`config.mk`:
```
export PLATFORM = sky130hd
export DESIGN_NAME = operand_agu
export DESIGN_NICKNAME = d
export VERILOG_FILES = /design/src/rtl/operand_agu.sv
export SDC_FILE = /design/constraint.sdc
export NUM_CORES = 1
export LEC_CHECK = 0
export ABC_AREA = 1
export CAP_MARGIN = 5
export CORE_UTILIZATION = 50
export CTS_CLUSTER_DIAMETER = 40
export DETAILED_ROUTE_END_ITERATION = 8
export PLACE_DENSITY = 0.82
export SYNTH_ARGS = -nofsm -noshare
export SYNTH_HDL_FRONTEND = slang
export SYNTH_SLANG_ARGS = --single-unit
```
`constraint.sdc`:
```
create_clock -name clk -period 5.1 [get_ports clk]
set_input_delay 0.765 -clock clk [delete_from_list [all_inputs] [get_ports clk]]
set_output_delay 0.765 -clock clk [all_outputs]
set_load 0.05 [all_outputs]
```
`src/rtl/operand_agu.sv`:
```
module operand_agu #(
  parameter int W = 16
) (
  input  logic         clk,
  input  logic         rst_n,
  input  logic         in_valid,
  input  logic [2:0]   mode,
  input  logic         push,
  input  logic         pop,
  input  logic [W-1:0] base_val,
  input  logic [W-1:0] index_val,
  input  logic [W-1:0] sp_val,
  input  logic [W-1:0] next_word,
  output logic         out_valid,
  output logic         illegal,
  output logic         ext_used,
  output logic         opnd_vld,
  output logic [W-1:0] opnd,
  output logic         mem_req,
  output logic         mem_wr,
  output logic [W-1:0] mem_addr,
  output logic         wb_en,
  output logic         wb_sp,
  output logic [W-1:0] wb_data
);

  localparam logic [W-1:0] ONE = W'(1);

  logic         n_ill, n_ext, n_ov, n_req, n_wr, n_wen, n_wsp;
  logic [W-1:0] n_opnd, n_addr, n_wdata;
  logic [W-1:0] base_inc, base_dec, sp_inc, sp_dec, idx_sum;

  assign base_inc = base_val + ONE;
  assign base_dec = base_val - ONE;
  assign sp_inc   = sp_val + ONE;
  assign sp_dec   = sp_val - ONE;
  assign idx_sum  = base_val + index_val;

  always_comb begin
    n_ill = 1'b0; n_ext = 1'b0; n_ov = 1'b0; n_req = 1'b0;
    n_wr = 1'b0; n_wen = 1'b0; n_wsp = 1'b0;
    n_opnd = '0; n_addr = '0; n_wdata = '0;
    if (in_valid) begin
      if (push && pop) begin
        n_ill = 1'b1;
      end else if (push) begin
        n_req = 1'b1; n_wr = 1'b1; n_addr = sp_dec;
        n_wen = 1'b1; n_wsp = 1'b1; n_wdata = sp_dec;
      end else if (pop) begin
        n_req = 1'b1; n_addr = sp_val;
        n_wen = 1'b1; n_wsp = 1'b1; n_wdata = sp_inc;
      end else begin
        case (mode)
          3'd0: begin n_ov = 1'b1; n_opnd = next_word; n_ext = 1'b1; end
          3'd1: begin n_req = 1'b1; n_addr = next_word; n_ext = 1'b1; end
          3'd2: begin n_ov = 1'b1; n_opnd = base_val; end
          3'd3: begin n_req = 1'b1; n_addr = base_val; end
          3'd4: begin n_req = 1'b1; n_addr = idx_sum; end
          3'd5: begin
            n_req = 1'b1; n_addr = base_val;
            n_wen = 1'b1; n_wdata = base_inc;
          end
          3'd6: begin
            n_req = 1'b1; n_addr = base_dec;
            n_wen = 1'b1; n_wdata = base_dec;
          end
          default: n_ill = 1'b1;
        endcase
      end
    end
  end

  always_ff @(posedge clk) begin
    if (!rst_n) begin
      out_valid <= 1'b0; illegal <= 1'b0; ext_used <= 1'b0; opnd_vld <= 1'b0;
      opnd <= '0; mem_req <= 1'b0; mem_wr <= 1'b0; mem_addr <= '0;
      wb_en <= 1'b0; wb_sp <= 1'b0; wb_data <= '0;
    end else begin
      out_valid <= in_valid; illegal <= n_ill; ext_used <= n_ext; opnd_vld <= n_ov;
      opnd <= n_opnd; mem_req <= n_req; mem_wr <= n_wr; mem_addr <= n_addr;
      wb_en <= n_wen; wb_sp <= n_wsp; wb_data <= n_wdata;
    end
  end

  AST_ONE_RESULT_KIND: assert property (@(posedge clk) disable iff (!rst_n)
    !(mem_req && opnd_vld) && !(illegal && (mem_req || opnd_vld || wb_en))) else $error("AST_ONE_RESULT_KIND");
  AST_QUIET_WHEN_IDLE: assert property (@(posedge clk) disable iff (!rst_n)
    !out_valid |-> !(mem_req || opnd_vld || wb_en || illegal || ext_used)) else $error("AST_QUIET_WHEN_IDLE");
  AST_POSTINC_STEP: assert property (@(posedge clk) disable iff (!rst_n)
    (wb_en && !wb_sp && !mem_wr && $past(in_valid && !push && !pop && mode == 3'd5)) |-> wb_data == mem_addr + ONE) else $error("AST_POSTINC_STEP");
  AST_PREDEC_STEP: assert property (@(posedge clk) disable iff (!rst_n)
    (wb_en && $past(in_valid && !push && !pop && mode == 3'd6)) |-> (wb_data == mem_addr && !wb_sp)) else $error("AST_PREDEC_STEP");
  AST_PUSH_FULL_DESC: assert property (@(posedge clk) disable iff (!rst_n)
    (mem_wr) |-> (wb_en && wb_sp && wb_data == mem_addr && mem_addr == $past(sp_val) - ONE)) else $error("AST_PUSH_FULL_DESC");
  AST_EXT_ONLY_FIRST_MODES: assert property (@(posedge clk) disable iff (!rst_n)
    ext_used |-> ($past(mode) <= 3'd1 && !wb_en)) else $error("AST_EXT_ONLY_FIRST_MODES");

endmodule

```
==> out/qor.yml, run 1 <==
die_x_um: 100
num_vias: 5916
cts_setup_buffers: 0
overflow: 0
maxSlewViolCount: 0
grt_pass1_vias: 5529
hp-class: "in -> reg"
rows: 35
grt_max_degree: 34
startpoint_type: "primary input"
gp_congestion: 0.925
clockBufferDepth: 2
synth-seq-cells: 56
drc: 0
synth_cell_types: 44
cts-root-buf: "clkbuf_8"
synth_edf_count: 0
yosysSeqAreaShare_pct: 23.3
cts_tree: "done"
crit_buf_inv: 3
crit_start: "pop"
worstSetupEndpoint: "mem_addr[1]"
syn_inst: 794
routed_wl_mm: 17.4
syn_to_final_growth_pct: 28.7
powerDensity_nw_per_um2: 187
fin_ws_ns: 1.53
grt.total_usage_pct: 34.7
grt_first_pass_wirelength_mm: 27.0
netlist.top_cell.by_area: "dfxtp_1"
core_area_sq_um: 9280
portBuffers: 127
hpwl_mm: 13.7
initial_core_util_pct: 51.9
ant_nets: 0
path_common_cell: "nor2_1"
cts_htree_levels: 2
swShare_pct: 39.4
seqPwrFrac_pct: 39.1
postCtsResizedCells: 0
crit_cells: 7
synth_area_per_cell_sq_um: 6.07
clk_pin_slew_ns: 0.12
nets: 990
rsz0062_at_grt: "false"
num_antenna_cells: 0
path_max_fanout: 17
critical_path_arrival_ns: 3.83
switchingPower_mw: 0.458
first_iter_violations: 446
use_met2_pct: 57.3
crit_chain: "clkdlybuf4s50_1, clkinv_1, nor2_1, inv_1, o21ai_0, a21oi_1, nor2_1"
slowest_delay_ns: 0.87
dp_cells: 1020
yosys-top-cells-area: "dfxtp_1 (23%), nand2_1 (13%), nand3_1 (11%)"
status: "completed"
antenna_found_initial: 0
worst-setup-path-type: "in -> reg"
p_clk_share_pct: 24.2
grt_use_met3_pct: 6.62
synth.top_cell.area_share_pct: 23.3
synthFlopType: "dfxtp_1"
vdd_drop_max_v: 0.000133
use_met1_pct: 44.5
setup_tns_ns: 0
setup-violations-final: 0
wl_per_cell_um: 16.9
layout_min_cycle_time_ns: 3.57
crit_required_ns: 5.36
async_flop_share_pct: 0
post-route-period-util_pct: 70.0
pwr-share-comb_pct: 36.7
worstMarginPinSlew_ns: 1.05
drive_gt1_share_pct: 6.12
slew_headroom_pct: 30.0
place_ws_ns: 1.29
cts_buffers: 5
syn-num-nets: 886
cts-hold-fix-buffers: 0
instances_no_fill: 1028
internal-power_mw: 0.705
max_freq_mhz: 280
avgViaCountPerCell: 5.75
hold_violations: 0
post-route-cell-area_sq_um: 6200
cp_top_family: "buffers and inverters"
placed_area_sq_um: 6110
syn_area_sq_um: 4820
top_usage_layer: "met2"
dieArea_sq_um: 10000
ios: 128
yosys_warnings: 0
numClockSinks: 56
firstDrtPassIters: 5
maxCapViolations: 0
leakage_nw: 2.57
crit_slowest_cell: "nor2_1"
cp-end-kind: "register"
die_y_um: 100
logic make-up after synthesis:
family | Yosys count | share of synthesized area [%]
compound gates | 175 | 20.2
xor+xnor | 13 | 2.36
simple gates | 395 | 37.5
fa+ha+maj | 20 | 5.35
flops | 56 | 23.3
buf+inv | 135 | 11.3
cell usage after synthesis, types with 5 or more instances:
master,count
nand2_1,162
nand3_1,104
inv_1,92
a21oi_1,84
nor2_1,73
dfxtp_1,56
o21ai_0,42
ha_1,19
buf_2,14
clkbuf_1,12
xor2_1,12
nor2_2,11
o22ai_1,9
a22oi_1,8
nor3_1,8
a31oi_1,7
inv_2,7
nand4_1,7
o211ai_1,7
o21ai_1,7
or2_2,7
nand3_2,6
clkinv_1,5
per-layer routing:
| layer | vias up | share of wire (%) |
|---|---|---|
| li1 | 2852 | - |
| met1 | 2690 | 42 |
| met2 | 325 | 46 |
| met3 | 49 | 8.9 |
| met4 | 0 | 3.1 |
| met5 | - | 0 |
final cells by class:
cell class,instances,area [sq um]
multi-input cells,603,3160
fillers,848,3080
repair buffers,128,1280
flip-flops and latches,56,1120
inverters,104,390
well taps,129,161
clock buffers,5,68.8
clock inverters,3,27.5
flip-flops by register name, summed over array words and instances (netlist names):
signal	count
mem_req	1
wb_sp	1
opnd	16
mem_wr	1
wb_data	16
illegal	1
wb_en	1
opnd_vld	1
out_valid	1
ext_used	1
mem_addr	16
power by group through the flow:
stage	clock (mW)	combinational, mW	sequential (mW)
after floorplan	0	0.217	0.510
after global placement	0	0.410	0.464
after detailed placement	0	0.417	0.464
after CTS	0.281	0.419	0.455
after global routing	0.297	0.463	0.456
final	0.282	0.427	0.455
metrics by stage:
step	power [mW]	hold WS (ns)	utilization, %
2_1_floorplan	0.726	0.875	-
3_3_place_gp	0.874	1.40	65.8
3_5_place_dp	0.881	1.39	65.8
6_report	1.16	1.05	66.8
5_1_grt	1.22	1.06	66.8
4_1_cts	1.15	1.05	66.8
how the worst min path moves through the flow:
stage / startpoint / to / slack [ns] / cells after the start
2_1_floorplan: sp_val[0] / wb_data[0] / 0.87 / 1
3_3_place_gp: next_word[10] / opnd[10] / 1.40 / 3
3_5_place_dp: next_word[12] / opnd[12] / 1.39 / 3
4_1_cts: next_word[12] / opnd[12] / 1.05 / 3
5_1_grt: next_word[15] / opnd[15] / 1.06 / 3
6_report: next_word[12] / opnd[12] / 1.05 / 3
placed cells by master, fill, tap and decap left out, types with 5 or more instances in the layout:
cell type        instances
dfxtp_1                 56
o22ai_1                  9
xor2_1                  12
o21ai_1                  7
a21oi_1                 84
nor2_1                  73
a22oi_1                  8
inv_2                    7
inv_1                   92
or2_2                    7
clkinv_1                 5
nand3_1                104
o211ai_1                 7
ha_1                    19
nand3_2                  6
o21ai_0                 42
nor3_1                   8
clkdlybuf4s50_1        127
clkbuf_8                 5
nand2_1                162
a31oi_1                  7
nand4_1                  7
nor2_2                  11
Power figures use the tool's default switching activity.
==> run 2: changes to the inputs <==
- clock period: 5.1 -> 3.51 ns (I/O delays scaled with it)
==> run 2 against run 1 <==
Net effect:
- clock power rose by 39%
- critical path type unchanged
- highest routed layer unchanged
- via count rose by 1.4%
- combinational power rose by 50%
- critical endpoint is now mem_addr[14]
==> out/qor.yml, run 2 (synthesized netlist as in run 1, its figures left out) <==
avgViaCountPerCell: 5.76  # was 5.75
hold-worst-slack_ns: 0.834  # was 1.05 ns
overflow: 0  # unchanged
hpwl_mm: 14.2  # was 13.7 mm
switchingPower_mw: 0.657  # was 0.458 mW
setup_tns_ns: 0  # unchanged
ios: 128  # unchanged
internal-power_mw: 1.04  # was 0.705 mW
worst-setup-path-type: "in -> reg"  # unchanged
drc: 0  # unchanged
wl_per_cell_um: 17.0  # was 16.9 um
slew_headroom_pct: 54.0  # was 30.0%
firstDrtPassIters: 7  # was 5
crit_slowest_cell: "clkdlybuf4s50_1"  # was nor2_1
routed_wl_mm: 17.7  # was 17.4 mm
p_clk_share_pct: 23.2  # was 24.2%
syn_to_final_growth_pct: 31.1  # was 28.7%
first_iter_violations: 553  # was 446
initial_core_util_pct: 51.9  # unchanged
die_x_um: 100  # unchanged
drive_gt1_share_pct: 7.56  # was 6.12%
nets: 1004  # was 990
maxSlewViolCount: 0  # unchanged
grt_first_pass_wirelength_mm: 27.4  # was 27.0 mm
worstMarginPinSlew_ns: 0.689  # was 1.05 ns
post-route-period-util_pct: 78.1
final_cell_mix: "nand2_1 (162), clkdlybuf4s50_1 (127), nand3_1 (104)"  # unchanged
vdd_drop_max_v: 0.000149  # was 0.000133 V
critical_path_arrival_ns: 2.95  # was 3.83 ns
fin_total_pwr_mw: 1.69  # was 1.16 mW
gp_congestion: 0.997  # was 0.925
pwr-share-comb_pct: 37.8  # was 36.7%
cts_tree: "done"  # unchanged
dieArea_sq_um: 10000  # unchanged
clk_pin_slew_ns: 0.13  # was 0.12 ns
cts_htree_levels: 2  # unchanged
swShare_pct: 38.8  # was 39.4%
cp-end-kind: "register"  # unchanged
num_antenna_cells: 0  # unchanged
crit_chain: "clkdlybuf4s50_1, ha_1, inv_1, fa_1, inv_1, nand3_1, nand2_1, nand2_1, nand2_1, nand2_1, nand2_1, nand2_1, nand3_1, nand2_1, nand2_1, a21oi_1"  # was clkdlybuf4s50_1, clkinv_1, nor2_1, inv_1, o21ai_0, a21oi_1, nor2_1
hold_violations: 0  # unchanged
core_area_sq_um: 9280  # unchanged
cts_setup_buffers: 0  # unchanged
instances_no_fill: 1042  # was 1028
die_y_um: 100  # unchanged
num_vias: 5998  # was 5916
setup-violations-final: 0  # unchanged
fillers: 871  # was 848
place_ws_ns: 0.545  # was 1.29 ns
maxCapViolations: 0  # unchanged
cts_buffers: 5  # unchanged
reg_top3: "mem_addr (16), opnd (16), wb_data (16)"  # unchanged
max_freq_mhz: 365
portBuffers: 127  # unchanged
slowest_delay_ns: 0.64  # was 0.87 ns
grt_pass1_vias: 5445  # was 5529
powerDensity_nw_per_um2: 268  # was 187 nW/um^2
leakage_nw: 2.64  # was 2.57 nW
hp-class: "in -> reg"  # unchanged
grt.total_usage_pct: 34.9  # was 34.7%
dp_cells: 1034  # was 1020
path_max_fanout: 6  # was 17
final_common_cell: "nand2_1"  # unchanged
ant_nets: 0  # unchanged
clockBufferDepth: 2  # unchanged
cts-hold-fix-buffers: 0  # unchanged
antenna_found_initial: 0  # unchanged
seqPwrFrac_pct: 39.0  # was 39.1%
crit_required_ns: 3.72  # was 5.36 ns
grt_max_degree: 20  # was 34
status: "completed"  # unchanged
layout_min_cycle_time_ns: 2.74
numClockSinks: 56  # unchanged
rsz0062_at_grt: "false"  # unchanged
rows: 35  # unchanged
startpoint_type: "primary input"  # unchanged
fin_ws_ns: 0.768  # was 1.53 ns
postCtsResizedCells: 0  # unchanged
cts-root-buf: "clkbuf_8"  # unchanged
path_common_cell: "nand2_1"  # was nor2_1
==> run 2: cell count changes in the layout (fill, tap and decap cells not counted), sizes merged <==
| cell | previous run | this run |
|---|---|---|
| buf | 1 | 15 |
==> run 2: critical path, delay by kind of cell <==
| family | cells | cell delay [ns] |
|---|---|---|
| and+or+nand+nor | 10 | 0.99 |
| buffers and inverters | 3 | 0.78 |
| adders and majority gates | 2 | 0.57 |
| AOI/OAI and AO/OA | 1 | 0.08 |
==> run 2: metrics by stage <==
step                util [%]  cell area, sq um
finish                  68.1              6320
global route            68.1              6320
CTS                     68.1              6320
detailed placement      67.1              6230
global placement        67.1              6230
floorplan                  -              4820
==> run 2: worst paths after layout <==
| kind | end | slack (ns) | cells after the start | startpoint |
|---|---|---|---|---|
| min | opnd[4] | 0.83 | 3 | next_word[4] |
| max | mem_addr[14] | 0.77 | 16 | base_val[0] |
==> run 2: layout make-up <==
class	count	area, sq um	share of cell area, %
Clock inverter	3	27.5	0.435
Multi-Input combinational cell	603	3160	49.9
Inverter	104	390	6.17
Sequential cell	56	1120	17.7
Timing Repair Buffer	142	1400	22.1
Clock buffer	5	68.8	1.09
Tap cell	129	161	2.55
==> run 2: power by group through the flow <==
stage          Clock (mW)  Combinational, mW  Sequential (mW)
2_1_floorplan           0              0.315            0.740
4_1_cts             0.397              0.626            0.660
3_5_place_dp            0              0.623            0.674
6_report            0.393              0.639            0.660
5_1_grt             0.413              0.691            0.661
3_3_place_gp            0              0.614            0.674
==> run 2: layer usage <==
metal	track usage (%)	vias up	routed length, um
met4	13.2	0	595
met2	57.2	358	7940
met1	47.6	2712	7460
met5	0	-	0
met3	3.34	44	1680
li1	-	2884	-
